`src/rtl/wdt_pkg.sv`:
```
package wdt_pkg;
    localparam int unsigned BUS_W  = 32;
    localparam int unsigned OFS_W  = 2;

    localparam logic [BUS_W-1:0] ARM_FIRST  = 32'h0000_FF00;
    localparam logic [BUS_W-1:0] ARM_SECOND = 32'h0000_00FF;
    localparam logic [BUS_W-1:0] HALT_FIRST  = 32'h0000_EE00;
    localparam logic [BUS_W-1:0] HALT_SECOND = 32'h0000_00EE;

    localparam logic [OFS_W-1:0] OFS_CTRL   = 2'd0;
    localparam logic [OFS_W-1:0] OFS_RELOAD = 2'd1;
    localparam logic [OFS_W-1:0] OFS_PULSE  = 2'd2;
    localparam logic [OFS_W-1:0] OFS_FLAGS  = 2'd3;

    localparam int unsigned FLAG_BIT = 3;

    typedef enum logic [1:0] {
        SEQ_IDLE = 2'd0,
        SEQ_ARM  = 2'd1,
        SEQ_HALT = 2'd2
    } seq_e;
endpackage

```
`src/rtl/wdt_seq_track.sv`:
```
module wdt_seq_track
    import wdt_pkg::*;
(
    input  logic             clk,
    input  logic             rst_n,
    input  logic             ctrl_wr,
    input  logic [BUS_W-1:0] wdata,
    output logic             arm_evt,
    output logic             halt_evt
);
    typedef struct packed {
        seq_e st;
    } trk_t;

    trk_t trk_d, trk_q;

    always_comb begin
        trk_d    = trk_q;
        arm_evt  = 1'b0;
        halt_evt = 1'b0;
        if (ctrl_wr) begin
            unique case (trk_q.st)
                SEQ_ARM: begin
                    arm_evt  = (wdata == ARM_SECOND);
                    trk_d.st = SEQ_IDLE;
                end
                SEQ_HALT: begin
                    halt_evt = (wdata == HALT_SECOND);
                    trk_d.st = SEQ_IDLE;
                end
                default: begin
                    if (wdata == ARM_FIRST)
                        trk_d.st = SEQ_ARM;
                    else if (wdata == HALT_FIRST)
                        trk_d.st = SEQ_HALT;
                    else
                        trk_d.st = SEQ_IDLE;
                end
            endcase
        end
    end

    always_ff @(posedge clk or negedge rst_n) begin
        if (!rst_n)
            trk_q <= '{st: SEQ_IDLE};
        else
            trk_q <= trk_d;
    end
endmodule

```
`src/rtl/wdt_countdown.sv`:
```
module wdt_countdown #(
    parameter int unsigned CNT_W       = 32,
    parameter int unsigned RESET_COUNT = 100
) (
    input  logic             clk,
    input  logic             rst_n,
    input  logic             arm,
    input  logic             halt,
    input  logic [CNT_W-1:0] reload_val,
    output logic [CNT_W-1:0] count,
    output logic             running,
    output logic             expire
);
    localparam logic [CNT_W-1:0] ONE = {{(CNT_W-1){1'b0}}, 1'b1};
    localparam logic [CNT_W-1:0] INIT = CNT_W'(RESET_COUNT);

    typedef struct packed {
        logic             run;
        logic [CNT_W-1:0] cnt;
    } cd_t;

    cd_t cd_d, cd_q;

    always_comb begin
        cd_d   = cd_q;
        expire = cd_q.run && (cd_q.cnt == '0) && !halt;
        if (halt) begin
            cd_d.run = 1'b0;
            cd_d.cnt = reload_val;
        end else if (expire) begin
            cd_d.run = 1'b0;
        end else begin
            if (arm)
                cd_d.run = 1'b1;
            if (cd_q.run && (cd_q.cnt != '0))
                cd_d.cnt = cd_q.cnt - ONE;
        end
    end

    always_ff @(posedge clk or negedge rst_n) begin
        if (!rst_n)
            cd_q <= '{run: 1'b0, cnt: INIT};
        else
            cd_q <= cd_d;
    end

    assign count   = cd_q.cnt;
    assign running = cd_q.run;
endmodule

```
`src/rtl/wdt_pulse.sv`:
```
module wdt_pulse #(
    parameter int unsigned LEN_W = 16
) (
    input  logic             clk,
    input  logic             rst_n,
    input  logic             fire,
    input  logic [LEN_W-1:0] len,
    output logic             active
);
    localparam logic [LEN_W-1:0] ONE = {{(LEN_W-1){1'b0}}, 1'b1};

    typedef struct packed {
        logic [LEN_W-1:0] left;
    } pg_t;

    pg_t pg_d, pg_q;

    always_comb begin
        pg_d = pg_q;
        if (fire)
            pg_d.left = (len == '0) ? ONE : len;
        else if (pg_q.left != '0)
            pg_d.left = pg_q.left - ONE;
    end

    always_ff @(posedge clk or negedge rst_n) begin
        if (!rst_n)
            pg_q <= '{left: '0};
        else
            pg_q <= pg_d;
    end

    assign active = (pg_q.left != '0);
endmodule

```
`src/rtl/seq_watchdog.sv`:
```
module seq_watchdog
    import wdt_pkg::*;
#(
    parameter int unsigned CNT_W       = 32,
    parameter int unsigned LEN_W       = 16,
    parameter int unsigned RESET_COUNT = 100,
    parameter int unsigned RESET_PULSE = 8
) (
    input  logic             clk,
    input  logic             rst_n,
    input  logic             wr_en,
    input  logic [1:0]       wr_addr,
    input  logic [31:0]      wr_data,
    input  logic [1:0]       rd_addr,
    output logic [31:0]      rd_data,
    output logic             wdt_irq,
    output logic             wdt_rst
);
    typedef struct packed {
        logic [CNT_W-1:0] reload;
        logic [LEN_W-1:0] plen;
        logic             flag;
    } regs_t;

    regs_t regs_d, regs_q;

    logic             ctrl_wr;
    logic             arm_evt;
    logic             halt_evt;
    logic             expire;
    logic             run_w;
    logic [CNT_W-1:0] count_w;
    logic             flag_clr;

    assign ctrl_wr  = wr_en && (wr_addr == OFS_CTRL);
    assign flag_clr = wr_en && (wr_addr == OFS_FLAGS) && wr_data[FLAG_BIT];

    wdt_seq_track u_trk (
        .clk      (clk),
        .rst_n    (rst_n),
        .ctrl_wr  (ctrl_wr),
        .wdata    (wr_data),
        .arm_evt  (arm_evt),
        .halt_evt (halt_evt)
    );

    wdt_countdown #(
        .CNT_W       (CNT_W),
        .RESET_COUNT (RESET_COUNT)
    ) u_cd (
        .clk        (clk),
        .rst_n      (rst_n),
        .arm        (arm_evt),
        .halt       (halt_evt),
        .reload_val (regs_q.reload),
        .count      (count_w),
        .running    (run_w),
        .expire     (expire)
    );

    wdt_pulse #(
        .LEN_W (LEN_W)
    ) u_pg (
        .clk    (clk),
        .rst_n  (rst_n),
        .fire   (expire),
        .len    (regs_q.plen),
        .active (wdt_rst)
    );

    always_comb begin
        regs_d = regs_q;
        if (wr_en && (wr_addr == OFS_RELOAD))
            regs_d.reload = wr_data[CNT_W-1:0];
        if (wr_en && (wr_addr == OFS_PULSE))
            regs_d.plen = wr_data[LEN_W-1:0];
        if (flag_clr)
            regs_d.flag = 1'b0;
        if (expire)
            regs_d.flag = 1'b1;
    end

    always_ff @(posedge clk or negedge rst_n) begin
        if (!rst_n)
            regs_q <= '{reload: CNT_W'(RESET_COUNT), plen: LEN_W'(RESET_PULSE), flag: 1'b0};
        else
            regs_q <= regs_d;
    end

    always_comb begin
        rd_data = '0;
        unique case (rd_addr)
            OFS_CTRL:   rd_data = BUS_W'(count_w);
            OFS_RELOAD: rd_data = BUS_W'(regs_q.reload);
            OFS_PULSE:  rd_data = BUS_W'(regs_q.plen);
            default:    rd_data[FLAG_BIT] = regs_q.flag;
        endcase
    end

    assign wdt_irq = regs_q.flag;
endmodule

```
`config.mk`:
```
export PLATFORM = sky130hd
export DESIGN_NAME = seq_watchdog
export DESIGN_NICKNAME = d
export VERILOG_FILES = /design/src/rtl/wdt_pkg.sv /design/src/rtl/wdt_seq_track.sv /design/src/rtl/wdt_countdown.sv /design/src/rtl/wdt_pulse.sv /design/src/rtl/seq_watchdog.sv
export SDC_FILE = /design/constraint.sdc
export NUM_CORES = 1
export LEC_CHECK = 0
export ABC_AREA = 1
export CAP_MARGIN = 20
export CELL_PAD_IN_SITES_DETAIL_PLACEMENT = 1
export CELL_PAD_IN_SITES_GLOBAL_PLACEMENT = 2
export CORE_MARGIN = 2
export CORE_UTILIZATION = 33
export DETAILED_ROUTE_END_ITERATION = 10
export PLACE_DENSITY = 0.91
export SKIP_CTS_REPAIR_TIMING = 1
export SLEW_MARGIN = 10
export SYNTH_ARGS = -nofsm -noshare
export SYNTH_HDL_FRONTEND = slang
export SYNTH_SLANG_ARGS = --single-unit
```
`constraint.sdc`:
```
create_clock -name clk -period 2.1 [get_ports clk]
set_clock_uncertainty 0.05 [all_clocks]
set_input_delay 0.525 -clock clk [delete_from_list [all_inputs] [get_ports clk]]
set_output_delay 0.525 -clock clk [all_outputs]
set_load 0.1 [all_outputs]
```
# Yosys cells after proc, flatten, opt, wreduce, memory -nomap -nowiden
# Cells that the tools add are included.
word_totals:
  in_bits: 39
  reg_bits: 100
  word_cells: 62
  out_inout_bits: 34
classes:
  addsub: 2
  reduce_logical: 21
  muxes: 20
  n_eq_ne: 12
ops:
  columns: ["operator", "count"]
  rows:
  - ["case mux 28 bit (3 select lines)", 1]
  - ["== test 32 x 16 -> 1 bit (second input constant)", 2]
  - ["== test 32 x 8 -> 1 bit (second input constant)", 2]
  - ["2-to-1 mux 32 bit", 2]
  - ["2-to-1 mux 16 bit", 3]
  - ["2-to-1 mux 33 bit", 1]
  - ["logical NOT 32 bit", 1]
  - ["nonzero test 32 bit", 1]
  - ["subtractor 32 x 1 -> 32 bit (second input constant)", 1]
  - ["logical NOT 16 bit", 1]
  - ["nonzero test 16 bit", 1]
  - ["subtractor 16 x 1 -> 16 bit (second input constant)", 1]
  - ["case mux 3 bit (3 select lines)", 1]
  - ["== test 2 bit (second input constant)", 4]
  - ["logical AND 1 bit", 8]
  - ["2-to-1 mux 1 bit", 8]
  - ["== test 2 x 1 -> 1 bit (second input constant)", 3]
  - ["2-to-1 mux 2 bit", 3]
  - ["nonzero test 2 bit", 3]
  - ["logical NOT 2 bit", 2]
  - ["case mux 1 bit (3 select lines)", 1]
  - ["nonzero test 3 bit", 1]
  - ["inequality test 2 x 1 -> 1 bit (second input constant)", 1]
  - ["AND reduction 2 bit", 1]
  - ["2 further kinds", 2]

# Longest topological paths before layout
# Gate-level depths: netlist of run 1.
logic_depth:
  word_depth: 7
  mapped_depth: 13
  ltp_nobuf: 12

# Cells and area by module
# From an unflattened synthesis of run 1, not the netlist that was laid out.
hier_totals:
  cells_unflattened: 1022
  area_unflattened_um2: 6577.6
modules_own_cells:
  columns: ["module", "cells_each", "area_per_inst_um2", "seq_area_each_um2", "n_inst"]
  rows:
  - ["wdt_countdown", 435, 2600.0, 829.5, 1]
  - ["seq_watchdog", 320, 2381.0, 1231.2, 1]
  - ["wdt_pulse", 194, 1241.2, 400.4, 1]
  - ["wdt_seq_track", 73, 355.3, 50.0, 1]

# Least setup slack after synthesis of run 1
# No wires, ideal clock.
synth_path:
  path_type: "input-to-output"
  from: "input rd_addr[1]"
  to: "output rd_data[27]"
  t_required_ps: 1525
  t_arrival_ps: 3020
  path_stages: 4
  setup_slack_ps: -1495
  path_buffers: 1
  path_cell_list: "nor2_1 -> inv_1 -> clkbuf_1 -> o21ai_0"
synth_via:
  elab_chain_len: 2
  word_cells_on_any_way: 4
  cone_classes: "2 x eq/ne; 1 x mux; 1 x reduce/logical"
synth_lines:
  columns: ["element", "line", "source"]
  rows:
  - ["from (decl)", "seq_watchdog.sv:14", "input logic [1:0] rd_addr,"]
  - ["== test 2 bit, or another cell as far along", "seq_watchdog.sv:92", "unique case (rd_addr)"]
  - ["case mux 28 bit (3 select lines) (*)", "seq_watchdog.sv:92", null]
  - ["to (decl)", "seq_watchdog.sv:15", "output logic [31:0] rd_data,"]
# Mark *: on every way between the ends. The rest lies on a longest branch, timed or not.

# Worst setup path in the final report of run 1
layout_path:
  from: "input rd_addr[0]"
  to: "output rd_data[14]"
# The elaborated chain is that of the path after synthesis.

==> impl_metrics.toml, run 1 <==
[setup_path]
critPathSlowestCell = "o211ai_1"
startpoint = "rd_addr[0]"
crit_chain = "buf_6, buf_6, nor2_4, clkinv_4, buf_12, o211ai_1, clkbuf_16"
arrival_ns = 1.67
reg2reg_to = "u_pg.pg_q[11]"
cp-start-kind = "input port"
cp_common_cell = "buf_6"
rrSetupSlack_ns = 0.10
endpoint = "rd_data[14]"
critPathCaptureType = "primary output"
worstPathRequired_ns = 1.52
r2r_cells = 9
crit_fanout = 7
slowest_delay_ns = 0.25
regToRegStartpoint = "u_cd.count[30]"
crit_type = "in -> out"

[power_and_ir_drop]
peakVddDrop_uv = 415
p_switching_uw = 2520
leakagePower_uw = 0.00445
sw_frac_of_total_pct = 37.3
p_comb_share_pct = 34.3
power_frac_seq_pct = 37.5
power_frac_clock_pct = 28.2
intPower_uw = 4230
p_per_area_nw_per_um2 = 721

[global_routing]
gr-total-overflow = 0
antenna_found_initial = 0
grt_start_max_net_pins = 37
grt_pass1_wl_microns = 34400
grtUsageTotal_pct = 21.7
grt_pass1_vias = 6520

[sta]
fin_crit_ns = 2.24
min_period_over_period_pct = 107
rsz0062_at_grt = "yes"
relSlewSlack_pct = 62.5
slew_violations = 0
finalWorstSetupSlack_ns = -0.142
setup_viol = 31
tightest_slew_ns = 0.563
fmax_mhz = 446
final-hold-violation-count = 0
setup-tns-final_ns = -1.87

[floorplan]
initial_utilization_pct = 33.7
dieWidth_microns = 142
die_h_microns = 142
core_area_sq_um = 18700
num_rows = 50
die-area_sq_um = 20200
pin_count = 73

[synth]
ys_seq_elements = 100
synth_flop_cell = "dfrtp_1"
yosysTopAreaCellShare_pct = 36.9
synth_enable_flop_cells = 0
ys_types = 35
yosysTopAreaCell = "dfrtp_1"
synth_area_leaders = "dfrtp_1, nand2_1, inv_1"
yosysWarnings = 0
synth.most_common_cell = "nand2_1"
synth.cell_area_sq_um = 6300
synth.avg_cell_area_sq_um = 7.42
syn_inst = 850
async_flop_share_pct = 100
syn-num-nets = 894
yosysSeqAreaShare_pct = 39.8
ys_top_cells_by_count = "nand2_1, inv_1, nor2_1, dfrtp_1, o21ai_0"

[cts]
cts_buffers = 9
cts_tree = "done"
clockRootBuffer = "clkbuf_16"
htree_levels = 3
clk_pin_slew_ns = 0.07
clock_latency_ns = 0.36
cts_buffer_depth = 2
cts_sinks = 100

[layout]
n_antenna_cell = 0
area_growth_pct = 48.6
drive_gt1_share_pct = 27.6
fill_cells = 2198
fin_cells = 1245
layout.nets = 1050
seq_area_sq_um = 2510
multi_input_area_sq_um = 3760

[placed_design]
hpwl_microns = 16600
port_buffers = 72
gp_congestion = 0.861
place_inst = 1213

[routing]
drt_wl_total_microns = 21700
drt_iter0_markers = 266
drtAntennaViolNets = 0
avgViaCountPerCell = 5.01
wire_per_inst_microns = 17.4
drc_errors = 0
via_count = 6234
drtPass1Iterations = 5

[worst_hold_path]
hold_class = "in -> async"

[status]
failed_checks = "setup timing"
outcome = "finished with violations"

[run]
maxCapViolCount = 0
==> logic make-up after synthesis <==
kind of cell / Yosys count / share of synthesized area [%]
AND/OR/NAND/NOR: 426 / 28.6
multiplexers: 4 / 0.715
flip-flops: 100 / 39.8
XOR/XNOR: 38 / 5.28
adder cells (fa/ha/maj): 5 / 0.992
AO/OA/AOI/OAI: 129 / 14.9
buffers and inverters: 148 / 9.65
==> worst min path at each step <==
stage	start	endpoint	slack, ns	cells past startpoint
6_report	rst_n	regs_q[3]	0.10	1
5_1_grt	rst_n	regs_q[18]	0.12	1
4_1_cts	rst_n	regs_q[20]	0.11	1
3_5_place_dp	u_pg.pg_q[1]	u_pg.pg_q[1]	0.42	2
3_3_place_gp	u_pg.pg_q[1]	u_pg.pg_q[1]	0.41	2
2_1_floorplan	rst_n	regs_q[10]	0.18	0
==> sequential cells by signal, indices dropped and copies added (netlist names) <==
name and flops:
u_cd.count 32, regs_q 48, u_trk.trk_q 2, u_cd.running 1, u_pg.pg_q 16, wdt_irq 1
==> area by class of cell <==
type                    count  area share [%]
clock buffers               9            2.40
clock inverters             7            1.10
inverters                 121            5.02
multi-input cells         603            40.1
flip-flops and latches    100            26.8
well taps                 234            3.13
repair buffers            171            21.4
==> layout by cell type (no fill, tap or decap), types with 3 or more instances in the layout <==
| cell | instances |
|---|---|
| nand2_1 | 224 |
| a21oi_1 | 17 |
| nand3_2 | 3 |
| o221ai_4 | 10 |
| o211ai_1 | 4 |
| clkdlybuf4s50_1 | 34 |
| nor2_1 | 99 |
| nor2_4 | 15 |
| xor2_1 | 33 |
| o22ai_4 | 11 |
| nand4_1 | 11 |
| inv_6 | 4 |
| inv_2 | 9 |
| nand2_4 | 4 |
| nor2_2 | 14 |
| inv_1 | 109 |
| o21ai_1 | 3 |
| ha_1 | 3 |
| nor3_1 | 6 |
| clkbuf_16 | 13 |
| dfrtp_1 | 93 |
| buf_12 | 44 |
| buf_6 | 4 |
| o21ai_4 | 5 |
| mux2_2 | 4 |
| o21ai_0 | 46 |
| xnor2_1 | 5 |
| o211ai_2 | 26 |
| dfstp_2 | 7 |
| nand2_2 | 6 |
| buf_4 | 83 |
| nand3_1 | 39 |
==> power by group through the flow <==
stage               sequential, uW  clock, uW  combinational [uW]
finish                        2530       1910                2310
detailed placement            2540          0                2100
floorplan                     2460          0                1390
global placement              2530          0                2050
global route                  2570       2020                2530
CTS                           2510       1940                2110
==> critical path, delay by kind of cell <==
kind            cells  cell delay, ns
compound gates      1            0.25
simple gates        1            0.13
buf+inv             5            0.74
==> metrics by stage <==
step / hold WS [ns] / util [%] / total power [uW] / setup slack, ns / cell area [sq um]
floorplan: 0.179 / - / 3840 / -0.770 / 6700
global placement: 0.414 / 46.2 / 4580 / -0.503 / 8650
detailed placement: 0.423 / 46.2 / 4640 / -0.519 / 8650
CTS: 0.109 / 48.0 / 6560 / -0.528 / 8980
global route: 0.120 / 50.1 / 7110 / -0.192 / 9370
finish: 0.103 / 50.1 / 6750 / -0.142 / 9370
==> layer usage <==
metal  vias up  track usage [%]  share of wire (%)
met3        22             3.47                2.9
met2       102             35.7                 48
met4         0             4.00                1.4
li1       3028                -                  -
met1      3082             30.5                 48
met5         -                0                  0
Note: power is estimated with default switching activity, not from simulation.
==> run 2: changes to the inputs <==
--- a/config.mk
+++ b/config.mk
@@ -13,7 +13,7 @@
 export CORE_UTILIZATION = 33
 export DETAILED_ROUTE_END_ITERATION = 10
 export PLACE_DENSITY = 0.91
-export SKIP_CTS_REPAIR_TIMING = 1
+export SKIP_LAST_GASP = 1
 export SLEW_MARGIN = 10
 export SYNTH_ARGS = -nofsm -noshare
 export SYNTH_HDL_FRONTEND = slang
==> run 2 against run 1 <==
Net effect: the flow still finishes with violations (setup timing); core utilization is 0.38 points higher; flip-flop and latch count stayed put; fmax is 1.2% higher; via count is 1.2% higher; cell count is 0.40% higher; first-iteration DRC count is 0.38% higher; critical path depth is 1 higher; global-route usage is 0.93 points higher; sequential share of layout area is 0.20 points lower; largest power group unchanged.
==> impl_metrics.toml, run 2 (synthesis gave the netlist of run 1 again) <==
[status]
outcome = "finished with violations"
failed_checks = "setup timing"

[layout]
n_antenna_cell = 0
area_growth_pct = 49.7
layout_common_cells = "nand2_1, inv_1, nor2_1"
layout_commonest_cell = "nand2_1"
layout.nets = 1055
drive_gt1_share_pct = 28.3
fin_cells = 1250
post-route-util_pct = 50.4
final_area_sq_um = 9440
largest_reg_flops = 48
top_register = "regs_q"

[cts]
clockRootBuffer = "clkbuf_16"
ctsHoldBuffers = 0
clock_latency_ns = 0.37
cts_tree = "done"
cts_buffer_depth = 2
clk_pin_slew_ns = 0.08
cts_buffers = 9
cts_sinks = 100
htree_levels = 3

[placed_design]
place_inst = 1213
port_buffers = 72
gp_congestion = 0.861
placed_cell_area_sq_um = 8650
hpwl_microns = 16600
pre_cts_slack_ns = -0.519

[routing]
drt_wl_total_microns = 22600
via_count = 6309
drtPass1Iterations = 4
avgViaCountPerCell = 5.05
drt_iter0_markers = 267
drtAntennaViolNets = 0
drc_errors = 0
wire_per_inst_microns = 18.1

[sta]
relSlewSlack_pct = 63.2
rsz0062_at_grt = "yes"
setup_viol = 28
fmax_mhz = 451
slew_violations = 0
final-hold-violation-count = 0
finalWorstSetupSlack_ns = -0.116
min_period_over_period_pct = 106
fin_crit_ns = 2.22
tightest_slew_ns = 0.552

[run]
maxCapViolCount = 0

[floorplan]
pin_count = 73
die-area_sq_um = 20200
num_rows = 50
dieWidth_microns = 142
initial_utilization_pct = 33.7
core_area_sq_um = 18700
die_h_microns = 142

[setup_path]
crit_fanout = 5
slowest_delay_ns = 0.22
critPathCaptureType = "primary output"
critPathBufInv = 5
crit_type = "in -> out"
cp-start-kind = "input port"
crit_family = "buffers and inverters"
critPathSlowestCell = "buf_12"
arrival_ns = 1.64
crit_chain = "buf_6, inv_1, buf_4, nand2_4, inv_2, nand2_1, o211ai_1, buf_12"
worstPathRequired_ns = 1.52

[global_routing]
antenna_found_initial = 0
grtUsageTotal_pct = 22.6
grt_pass1_wl_microns = 35800
gr-total-overflow = 0
grt_start_max_net_pins = 37
grt_pass1_vias = 6628

[power_and_ir_drop]
p_switching_uw = 2530
power_frac_clock_pct = 28.0
sw_frac_of_total_pct = 37.3
p_per_area_nw_per_um2 = 718
power_frac_seq_pct = 37.3
p_comb_share_pct = 34.7
intPower_uw = 4250
peakVddDrop_uv = 412
leakagePower_uw = 0.00449

[worst_hold_path]
hold_class = "in -> async"
==> run 2: final cells by class <==
type                    instances  area (sq um)
fillers                      2195          9270
multi-input cells             603          3770
flip-flops and latches        100          2510
repair buffers                176          2060
inverters                     121           470
well taps                     234           293
clock buffers                   9           225
clock inverters                 7           103
==> run 2: metal layers <==
| metal | share of wire (%) | routed length (microns) | vias up | global-route usage (%) |
|---|---|---|---|---|
| met5 | 0 | 0 | - | 0 |
| met4 | 1.8 | 405 | 0 | 5.26 |
| met3 | 2.7 | 606 | 24 | 3.80 |
| met2 | 48 | 10900 | 101 | 37.0 |
| met1 | 47 | 10700 | 3152 | 31.5 |
| li1 | - | - | 3032 | - |
==> run 2: repair_timing <==
| item | in CTS | in global routing |
|---|---|---|
| buffers inserted | 5 | 13 |
| setup endpoints to repair | 72 | 83 |
| gates cloned | 2 | 1 |
| endpoints found under the hold margin | 0 | 0 |
| resized for setup | 42 | 40 |
| pin swaps | 9 | 15 |
==> run 2: power by group through the flow <==
stage	logic, uW	clock network [uW]	registers (uW)
after floorplan	1390	0	2460
after global placement	2050	0	2530
after detailed placement	2100	0	2540
after CTS	2210	1940	2510
after global routing	2560	2010	2570
final	2350	1900	2530
==> run 2: path summary, 6_finish.rpt <==
kind / startpoint / to / slack, ns / cells after the start
hold / removal: rst_n / regs_q[48] / 0.1 / 1
max in group asynchronous: rst_n / u_cd.count[6] / 1.30 / 2
min in group clk: regs_q[3] / regs_q[3] / 0.44 / 2
hold reg to reg: regs_q[3] / regs_q[3] / 0.44 / 2
setup / recovery: rd_addr[0] / rd_data[0] / -0.12 / 8
setup reg to reg: u_cd.count[28] / u_cd.count[25] / 0.06 / 9
==> run 2: stage by stage <==
| step | power, uW | hold slack (ns) | setup TNS (ns) |
|---|---|---|---|
| detailed placement | 4640 | 0.423 | -32.29 |
| global placement | 4580 | 0.414 | -30.29 |
| floorplan | 3840 | 0.179 | -7.81 |
| global route | 7130 | 0.125 | -2.18 |
| CTS | 6660 | 0.109 | -0.909 |
| finish | 6780 | 0.0963 | -1.38 |
